[src/rtl/irq_pkg.sv]
package irq_pkg;
  localparam int LVL_W = 2;

  typedef enum logic [2:0] {
    S_IDLE,
    S_ACK,
    S_SAVE,
    S_MODE,
    S_MASK,
    S_FETCH
  } seq_state_t;

  typedef struct packed {
    logic             kmode;
    logic [LVL_W-1:0] lvl;
  } psr_t;

  localparam int PSR_W = LVL_W + 1;
endpackage

[src/rtl/irq_pick.sv]
module irq_pick
  import irq_pkg::*;
#(
  parameter int NLINE = 3,
  localparam int IW = (NLINE > 1) ? $clog2(NLINE) : 1
) (
  input  logic [NLINE-1:0] req,
  output logic             any,
  output logic [IW-1:0]    idx,
  output logic [LVL_W-1:0] prio
);
  // highest index wins; line i carries priority i+1
  always_comb begin
    any  = 1'b0;
    idx  = '0;
    prio = '0;
    for (int i = 0; i < NLINE; i++) begin
      if (req[i]) begin
        any  = 1'b1;
        idx  = IW'(i);
        prio = LVL_W'(i + 1);
      end
    end
  end
endmodule

[src/rtl/irq_stack.sv]
module irq_stack #(
  parameter int DEPTH = 4,
  parameter int W     = 19,
  localparam int PW  = $clog2(DEPTH + 1),
  localparam int IXW = (DEPTH > 1) ? $clog2(DEPTH) : 1
) (
  input  logic         clk,
  input  logic         rst_n,
  input  logic         push,
  input  logic         pop,
  input  logic [W-1:0] din,
  output logic [W-1:0] dout,
  output logic         full,
  output logic         empty
);
  logic [W-1:0]  mem [DEPTH];
  logic [PW-1:0] sp;

  assign full  = (sp == PW'(DEPTH));
  assign empty = (sp == '0);
  assign dout  = mem[IXW'(sp - 1'b1)];

  always_ff @(posedge clk) begin
    if (!rst_n) begin
      sp <= '0;
    end else if (push) begin
      mem[IXW'(sp)] <= din;
      sp            <= sp + 1'b1;
    end else if (pop) begin
      sp <= sp - 1'b1;
    end
  end

  assert_no_overflow_R11: assert property (@(posedge clk) disable iff (!rst_n)
    push |-> !full);
  assert_no_underflow_R8: assert property (@(posedge clk) disable iff (!rst_n)
    pop |-> !empty);
  assert_push_pop_excl_R7: assert property (@(posedge clk) disable iff (!rst_n)
    !(push && pop));
endmodule

[src/rtl/irq_seq.sv]
module irq_seq
  import irq_pkg::*;
#(
  parameter int NLINE = 3,
  parameter int DEPTH = 4,
  parameter int AW    = 16,
  parameter int TW    = 4,
  localparam int IW = (NLINE > 1) ? $clog2(NLINE) : 1,
  localparam int SW = AW + PSR_W
) (
  input  logic             clk,
  input  logic             rst_n,
  input  logic             insn_done,
  input  logic             rti,
  input  logic [AW-1:0]    pc_cur,
  input  logic [NLINE-1:0] intr,
  output logic [NLINE-1:0] inta,
  input  logic [TW-1:0]    irq_type,
  output logic             vec_valid,
  input  logic             vec_ready,
  output logic [AW-1:0]    vec_addr,
  input  logic [AW-1:0]    vec_data,
  output logic             pc_load,
  output logic [AW-1:0]    pc_new,
  output logic             kmode,
  output logic [1:0]       level,
  output logic             busy,
  output logic             fault
);
  seq_state_t       state;
  psr_t             psr;
  logic [IW-1:0]    line_q;
  logic [LVL_W-1:0] prio_q;
  logic [TW-1:0]    type_q;
  logic             ret_chk;

  logic             any;
  logic [IW-1:0]    idx;
  logic [LVL_W-1:0] prio;
  logic             stk_push, stk_pop, stk_full, stk_empty;
  logic [SW-1:0]    stk_dout;
  logic             rti_go, want, accept, blocked;

  irq_pick #(.NLINE(NLINE)) u_pick (
    .req (intr),
    .any (any),
    .idx (idx),
    .prio(prio)
  );

  irq_stack #(.DEPTH(DEPTH), .W(SW)) u_stack (
    .clk  (clk),
    .rst_n(rst_n),
    .push (stk_push),
    .pop  (stk_pop),
    .din  ({pc_cur, psr}),
    .dout (stk_dout),
    .full (stk_full),
    .empty(stk_empty)
  );

  // a return outranks a boundary check in the same cycle
  assign rti_go   = (state == S_IDLE) && rti && !stk_empty;
  assign want     = (state == S_IDLE) && (insn_done || ret_chk) && any
                    && (prio > psr.lvl) && !rti_go;
  assign accept   = want && !stk_full;
  assign blocked  = want && stk_full;
  assign stk_push = (state == S_SAVE);
  assign stk_pop  = rti_go;

  always_ff @(posedge clk) begin
    if (!rst_n) begin
      state   <= S_IDLE;
      psr     <= '0;
      line_q  <= '0;
      prio_q  <= '0;
      type_q  <= '0;
      ret_chk <= 1'b0;
      fault   <= 1'b0;
    end else begin
      ret_chk <= rti_go;
      fault   <= fault | blocked;
      unique case (state)
        S_IDLE: begin
          if (rti_go) begin
            psr <= psr_t'(stk_dout[PSR_W-1:0]);
          end else if (accept) begin
            line_q <= idx;
            prio_q <= prio;
            state  <= S_ACK;
          end
        end
        S_ACK: begin
          type_q <= irq_type;
          state  <= S_SAVE;
        end
        S_SAVE:  state <= S_MODE;
        S_MODE: begin
          psr.kmode <= 1'b1;
          state     <= S_MASK;
        end
        S_MASK: begin
          psr.lvl <= prio_q;
          state   <= S_FETCH;
        end
        S_FETCH: if (vec_ready) state <= S_IDLE;
        default: state <= S_IDLE;
      endcase
    end
  end

  for (genvar i = 0; i < NLINE; i++) begin : g_ack
    assign inta[i] = (state == S_ACK) && (line_q == IW'(i));
  end

  assign vec_valid = (state == S_FETCH);
  assign vec_addr  = {{(AW-TW-2){1'b0}}, type_q, 2'b00};
  assign pc_load   = (vec_valid && vec_ready) || rti_go;
  assign pc_new    = rti_go ? stk_dout[SW-1:PSR_W] : vec_data;
  assign kmode     = psr.kmode;
  assign level     = psr.lvl;
  assign busy      = (state != S_IDLE);

  assert_inta_onehot_R4: assert property (@(posedge clk) disable iff (!rst_n)
    $onehot0(inta));
  assert_inta_pulse_R4: assert property (@(posedge clk) disable iff (!rst_n)
    (inta != '0) |=> (inta == '0));
  assert_accept_above_level_R3: assert property (@(posedge clk) disable iff (!rst_n)
    (inta != '0) |-> (prio_q > psr.lvl));
  assert_kernel_set_R5: assert property (@(posedge clk) disable iff (!rst_n)
    (state == S_MODE) |=> kmode);
  assert_vec_hold_R5: assert property (@(posedge clk) disable iff (!rst_n)
    (vec_valid && !vec_ready) |=> (vec_valid && $stable(vec_addr)));
  assert_fault_sticky_R11: assert property (@(posedge clk) disable iff (!rst_n)
    fault |=> fault);
endmodule

[config.mk]
export PLATFORM = sky130hd
export DESIGN_NAME = irq_seq
export DESIGN_NICKNAME = d
export VERILOG_FILES = /design/src/rtl/irq_pkg.sv /design/src/rtl/irq_pick.sv /design/src/rtl/irq_stack.sv /design/src/rtl/irq_seq.sv
export SDC_FILE = /design/constraint.sdc
export NUM_CORES = 1
export LEC_CHECK = 0
export BUFFER_PORTS_ARGS = -buffer_cell sky130_fd_sc_hd__buf_2
export CORE_UTILIZATION = 54
export CTS_CLUSTER_SIZE = 40
export DETAILED_ROUTE_END_ITERATION = 16
export HOLD_SLACK_MARGIN = 0.15
export PLACE_DENSITY = 0.79
export SKIP_CTS_REPAIR_TIMING = 1
export SYNTH_ARGS = -nofsm -noshare
export SYNTH_HDL_FRONTEND = slang
export SYNTH_SLANG_ARGS = --single-unit
[constraint.sdc]
create_clock -name clk -period 2.7 [get_ports clk]
set_clock_uncertainty 0.05 [all_clocks]
set_input_delay 0.405 -clock clk [delete_from_list [all_inputs] [get_ports clk]]
set_output_delay 0.405 -clock clk [all_outputs]
set_load 0.02 [all_outputs]
Yosys cells after proc, flatten, opt, wreduce, memory -nomap -nowiden

Memories as Yosys holds them, arrays and structs flattened.
Index checks and enable logic that the tools add are counted.

Add/subtract/negate cells: 2
Magnitude comparators: 1
Eq/ne operators: 12
Muxes and demuxes: 21
Bitwise gates (word level): 2
Reduce and logical (&&, ||, !) cells: 28

Operators by type and width:

| cell                                                 | number |
|---|---|
| two-way mux 3 bit                                    | 6 |
| case mux 3 bit (6 select lines)                      | 1 |
| two-way mux 16 bit                                   | 1 |
| logical AND 1 bit                                    | 12 |
| equality test 3 bit (second input constant)          | 3 |
| two-way mux 1 bit                                    | 8 |
| equality test 3 x 2 -> 1 bit (second input constant) | 2 |
| logical NOT 3 bit                                    | 2 |
| two-way mux 2 bit                                    | 3 |
| inequality test 2 bit (second input constant)        | 3 |
| AND reduction 3 bit                                  | 2 |
| nonzero test 2 bit                                   | 3 |
| case mux 2 bit (2 select lines)                      | 1 |
| AND reduction 2 bit                                  | 2 |
| adder 3 x 1 -> 3 bit (second input constant)         | 1 |
| equality test 3 x 1 -> 1 bit (second input constant) | 1 |
| logical NOT 1 bit                                    | 3 |
| nonzero test 3 bit                                   | 1 |
| subtractor 3 x 1 -> 3 bit (second input constant)    | 1 |
| equality test 2 x 1 -> 1 bit (second input constant) | 1 |
| equality test 2 bit (second input constant)          | 1 |
| greater-than comparator 2 bit                        | 1 |
| logical NOT 2 bit                                    | 1 |
| logical OR 1 bit                                     | 2 |
| 4 further kinds                                      | 4 |

Register bits after elaboration: 19
RAM bits: 76
Input bits: 44
Output and inout bits: 42
Memories kept: 1

Memories:

| memory      | words | width | read ports | clocked after Yosys merged registers in | write ports | line            | text |
|---|---|---|---|---|---|---|---|
| u_stack.mem | 4     | 19    | 1          | 0                                       | 1           | irq_stack.sv:16 | `logic [W-1:0] mem [DEPTH];` |

Logic depth before layout (Yosys ltp)

Depth in word-level cells: 10
Mapped depth: 8
Depth with buffers taken out: 7

By module

A second synthesis with hierarchy kept.

Cell total of the unflattened synthesis: 288
Area, all modules: 4151.5 µm²

By module, submodules not included:

| module    | times used | cells an instance | area each (µm²) |
|---|---|---|---|
| irq_stack | 1          | 128               | 3019.1 |
| irq_seq   | 1          | 154               | 1096.1 |
| irq_pick  | 1          | 6                 | 36.3 |

Least setup slack after synthesis

Ideal clock, no wire load.

Path kind: register to output
Start: reg u_stack.sp[0]
End: out pc_new[10]
Arrival time: 2.008 ns
Data required time: 2.245 ns
Setup slack: 0.237 ns
Cell stages (with the launch flop): 8
Buffers on the path: 2
Cells stage by stage: dfxtp_1 buf_2 inv_1 ha_1 clkbuf_1 mux4_2 nand2_1 nand2_1

Cells in the longest elaborated chain, start to end: 4
Elaborated cells between the ends (all ways): 6

RTL lines:

| what                                                                             | line            | text |
|---|---|---|
| from (decl)                                                                      | irq_stack.sv:17 | `logic [PW-1:0] sp;` |
| from (signal assigned)                                                           | irq_stack.sv:28 | `sp <= sp + 1'b1;` |
| from (signal assigned)                                                           | irq_stack.sv:30 | `sp <= sp - 1'b1;` |
| parallel branches: the longest is 3 deep, another holds memory read (4 x 19 bit) | --              |  |
| two-way mux 16 bit (*)                                                           | irq_seq.sv:119  | `assign pc_new = rti_go ? stk_dout[SW-1:PSR_W] : vec_data;` |
| to (decl)                                                                        | irq_seq.sv:24   | `output logic [AW-1:0] pc_new,` |

Every way passes the cells marked *.

Worst setup path after layout

Start: reg u_stack.sp[1]
End: out pc_new[4]

The elaborated chain is that of the path after synthesis.

==> reports/results.ini <==
[floorplanning]
die_area_sq_um=7862
rows=31
initial_utilization=0.5593
io_pins=86
fp.coreArea_sq_um=7253
die_w_microns=88.67
chipHeight_microns=88.67

[run_status]
status=completed

[setup_path]
r2r_slack_ps=680
worstPathMaxFanout=14
critPathLaunchType=flip-flop
crit_type=reg2out
cp_data_arrival_time_ps=2090
ff2ff_path_depth=6
reg2reg_from=level[1]$_SDFFE_PN0P_
critPathCaptureType=output port
r2r_end=line_q[1]$_SDFFE_PN0P_
cp.required_ps=2250
crit_path_end=pc_new[4]
critPathLaunch=u_stack.sp[1]$_SDFFE_PN0P_

[synthesis]
syn_inst=287
ys_top_cells_by_area=edfxtp_1 (56%), mux4_2 (11%), dfxtp_1 (9.4%), nand2_1 (5.7%), buf_4 (2.4%)
ys_ff_latch=95
async_flop_share=0
synth_largest_area_cell=edfxtp_1
yosys_warnings=0
synth.top_cell.area_share=0.5626
ys.flop_type=edfxtp_1
yosysSeqAreaShare=0.6564
syn_area_sq_um=4056
synth-edff-count=76
synth_cell_types=40
synth_area_per_cell_sq_um=14.13

[global_route]
grt_antenna_before_repair=0
grt_pass1_wl_mm=11.55
gr-usage-all-layers=0.2078
overflow=0
first_global_vias=2409
grt_max_degree=24

[cts]
path_clk_slew_ps=90
cts_made_buffers=9
cts-htree-levels=3
cts.sinks=95
clkLatencyLatePin_ps=350
cts_buffer_depth=2
cts_tree=built
cts-root-buf=clkbuf_8

[power_and_ir_drop]
netSwitchingFraction=0.3233
clkPwrFrac=0.232
finalPower_mw=3.963
pwr-share-seq=0.458
internal_power_mw=2.682
p_per_area_nw_per_um2=831.9
p_comb_frac=0.310
switching_power_mw=1.281
vdd_drop_max_v=0.0004393
power_leakage_nw=1.861

[sta]
fin_crit_ps=2542
fin_ws_ps=157.8
hold_viol_final=0
rsz0062_at_grt=false
fmax_mhz=393.4
setup_tns_ps=0
slew_violations=0
min_period_over_period=0.9415
setup_violations=0

[place]
dp_hpwl_mm=4.988
gp_congestion=0.7239
place_inst=457
port-buffer-count=73
pre_cts_ws_ps=380.7

[flow_run]
maxCapViolCount=0

[detailed_routing]
drc=0
postRouteAntennaNets=0
wl_per_cell_microns=15.78
drt_pass1_iterations=4
vias=2495
vias_per_cell=5.275
drt_iter0_drc=150
routed_wirelength_mm=7.462

[cells_and_area]
final_cells=473
drive_above_1_share=0.3342
syn2layout_area_growth_pct=17.46
final_net_count=420
antennaDiodeCount=0

[worst_hold_path]
worstHoldPathType=in2reg

## how the worst min path moves through the flow
stage,start,to,cells past startpoint
finish,pc_cur[2],u_stack.mem[3][5]$_DFFE_PP_,1
global route,pc_cur[10],u_stack.mem[0][13]$_DFFE_PP_,1
CTS,pc_cur[11],u_stack.mem[2][14]$_DFFE_PP_,1
detailed placement,type_q[1]$_SDFFE_PN0P_,type_q[1]$_SDFFE_PN0P_,2
global placement,type_q[3]$_SDFFE_PN0P_,type_q[3]$_SDFFE_PN0P_,2
floorplan,prio_q[1]$_SDFFE_PN0P_,prio_q[1]$_SDFFE_PN0P_,2
## layout make-up
cell class                      instances  area, sq um
Tap cell                               99        123.9
Inverter                                8        30.03
Sequential cell                        95         2664
Clock buffer                           10        127.6
Timing Repair Buffer                   85        493.0
Clock inverter                          6        67.56
Multi-Input combinational cell        170         1259
Fill cell                             533         2489
## worst max-delay path, stage by stage (launching register included)
cell	delay, ps
dfxtp_1	360
inv_1	100
ha_2	480
buf_12	190
mux4_2	310
nand2_1	100
nand2_1	50
buf_2	150
## cell usage after synthesis, drive strengths merged (3+ instances only)
| cell type | number |
|---|---|
| nor3b | 4 |
| nand2 | 62 |
| nand2b | 4 |
| nand3 | 7 |
| dfxtp | 19 |
| ha | 7 |
| edfxtp | 76 |
| mux4 | 19 |
| nor2 | 7 |
| buf | 17 |
| a21oi | 10 |
| and3 | 6 |
| inv | 8 |
| o21ai | 3 |
| nor3 | 8 |
| clkbuf | 8 |
## metal layers
metal | part of all wire | vias to the layer above | GRT usage | wire (microns)
met5 | 0 | - | 0 | 0
met3 | 0.051 | 12 | 0.03451 | 384
met4 | 0.017 | 0 | 0.09238 | 125
met1 | 0.42 | 1205 | 0.2537 | 3132
li1 | - | 1192 | - | -
met2 | 0.51 | 86 | 0.3650 | 3820
## logic make-up (layout without fill, tap and decap cells)
| group | after synthesis | after routing | share of synthesized area |
|---|---|---|---|
| mux | 21 | 21 | 0.1104 |
| flops | 95 | 95 | 0.6564 |
| fa+ha+maj | 7 | 7 | 0.02159 |
| other cells | 1 | 12 | 0.0009245 |
| xor+xnor | 2 | 2 | 0.004319 |
| compound gates | 24 | 24 | 0.03948 |
| simple gates | 104 | 104 | 0.1215 |
| buf+inv | 33 | 109 | 0.04534 |
## placed cells by master (no fill, tap or decap), drive strengths merged, types with 2 or more instances in the layout
master / Yosys / layout
a21oi: 10 / 10
and2: 2 / 2
and3: 6 / 6
buf: 17 / 85
clkbuf: 8 / 10
clkinv: 0 / 2
conb: 1 / 12
dfxtp: 19 / 19
edfxtp: 76 / 76
ha: 7 / 7
inv: 8 / 10
mux2i: 2 / 2
mux4: 19 / 19
nand2: 62 / 62
nand2b: 4 / 4
nand3: 7 / 7
nor2: 7 / 7
nor3: 8 / 8
nor3b: 4 / 4
o21a: 2 / 2
o21ai: 3 / 3
o31a: 2 / 2
## metrics by stage
stage | cell area, sq um | util | hold WS [ps]
floorplan | 4098 | - | 385.2
global placement | 4562 | 0.6289 | 390.7
detailed placement | 4562 | 0.6289 | 396.7
CTS | 4757 | 0.6559 | 196.6
global route | 4765 | 0.6569 | 200.0
finish | 4765 | 0.6569 | 207.2
## registers in the layout, summed over array words and instances (netlist names)
signal       flops
fault            1
kmode            1
level            2
line_q           2
prio_q           2
ret_chk          1
state            3
type_q           4
u_stack.mem     76
u_stack.sp       3
## power by group through the flow
stage / Combinational, mW / Clock [mW] / Sequential (mW)
after global placement: 1.20 / 0 / 1.84
after CTS: 1.23 / 0.935 / 1.81
after detailed placement: 1.23 / 0 / 1.85
after floorplan: 0.828 / 0 / 1.86
after global routing: 1.34 / 0.992 / 1.83
final: 1.23 / 0.920 / 1.81
Power figures use the tool's default switching activity.
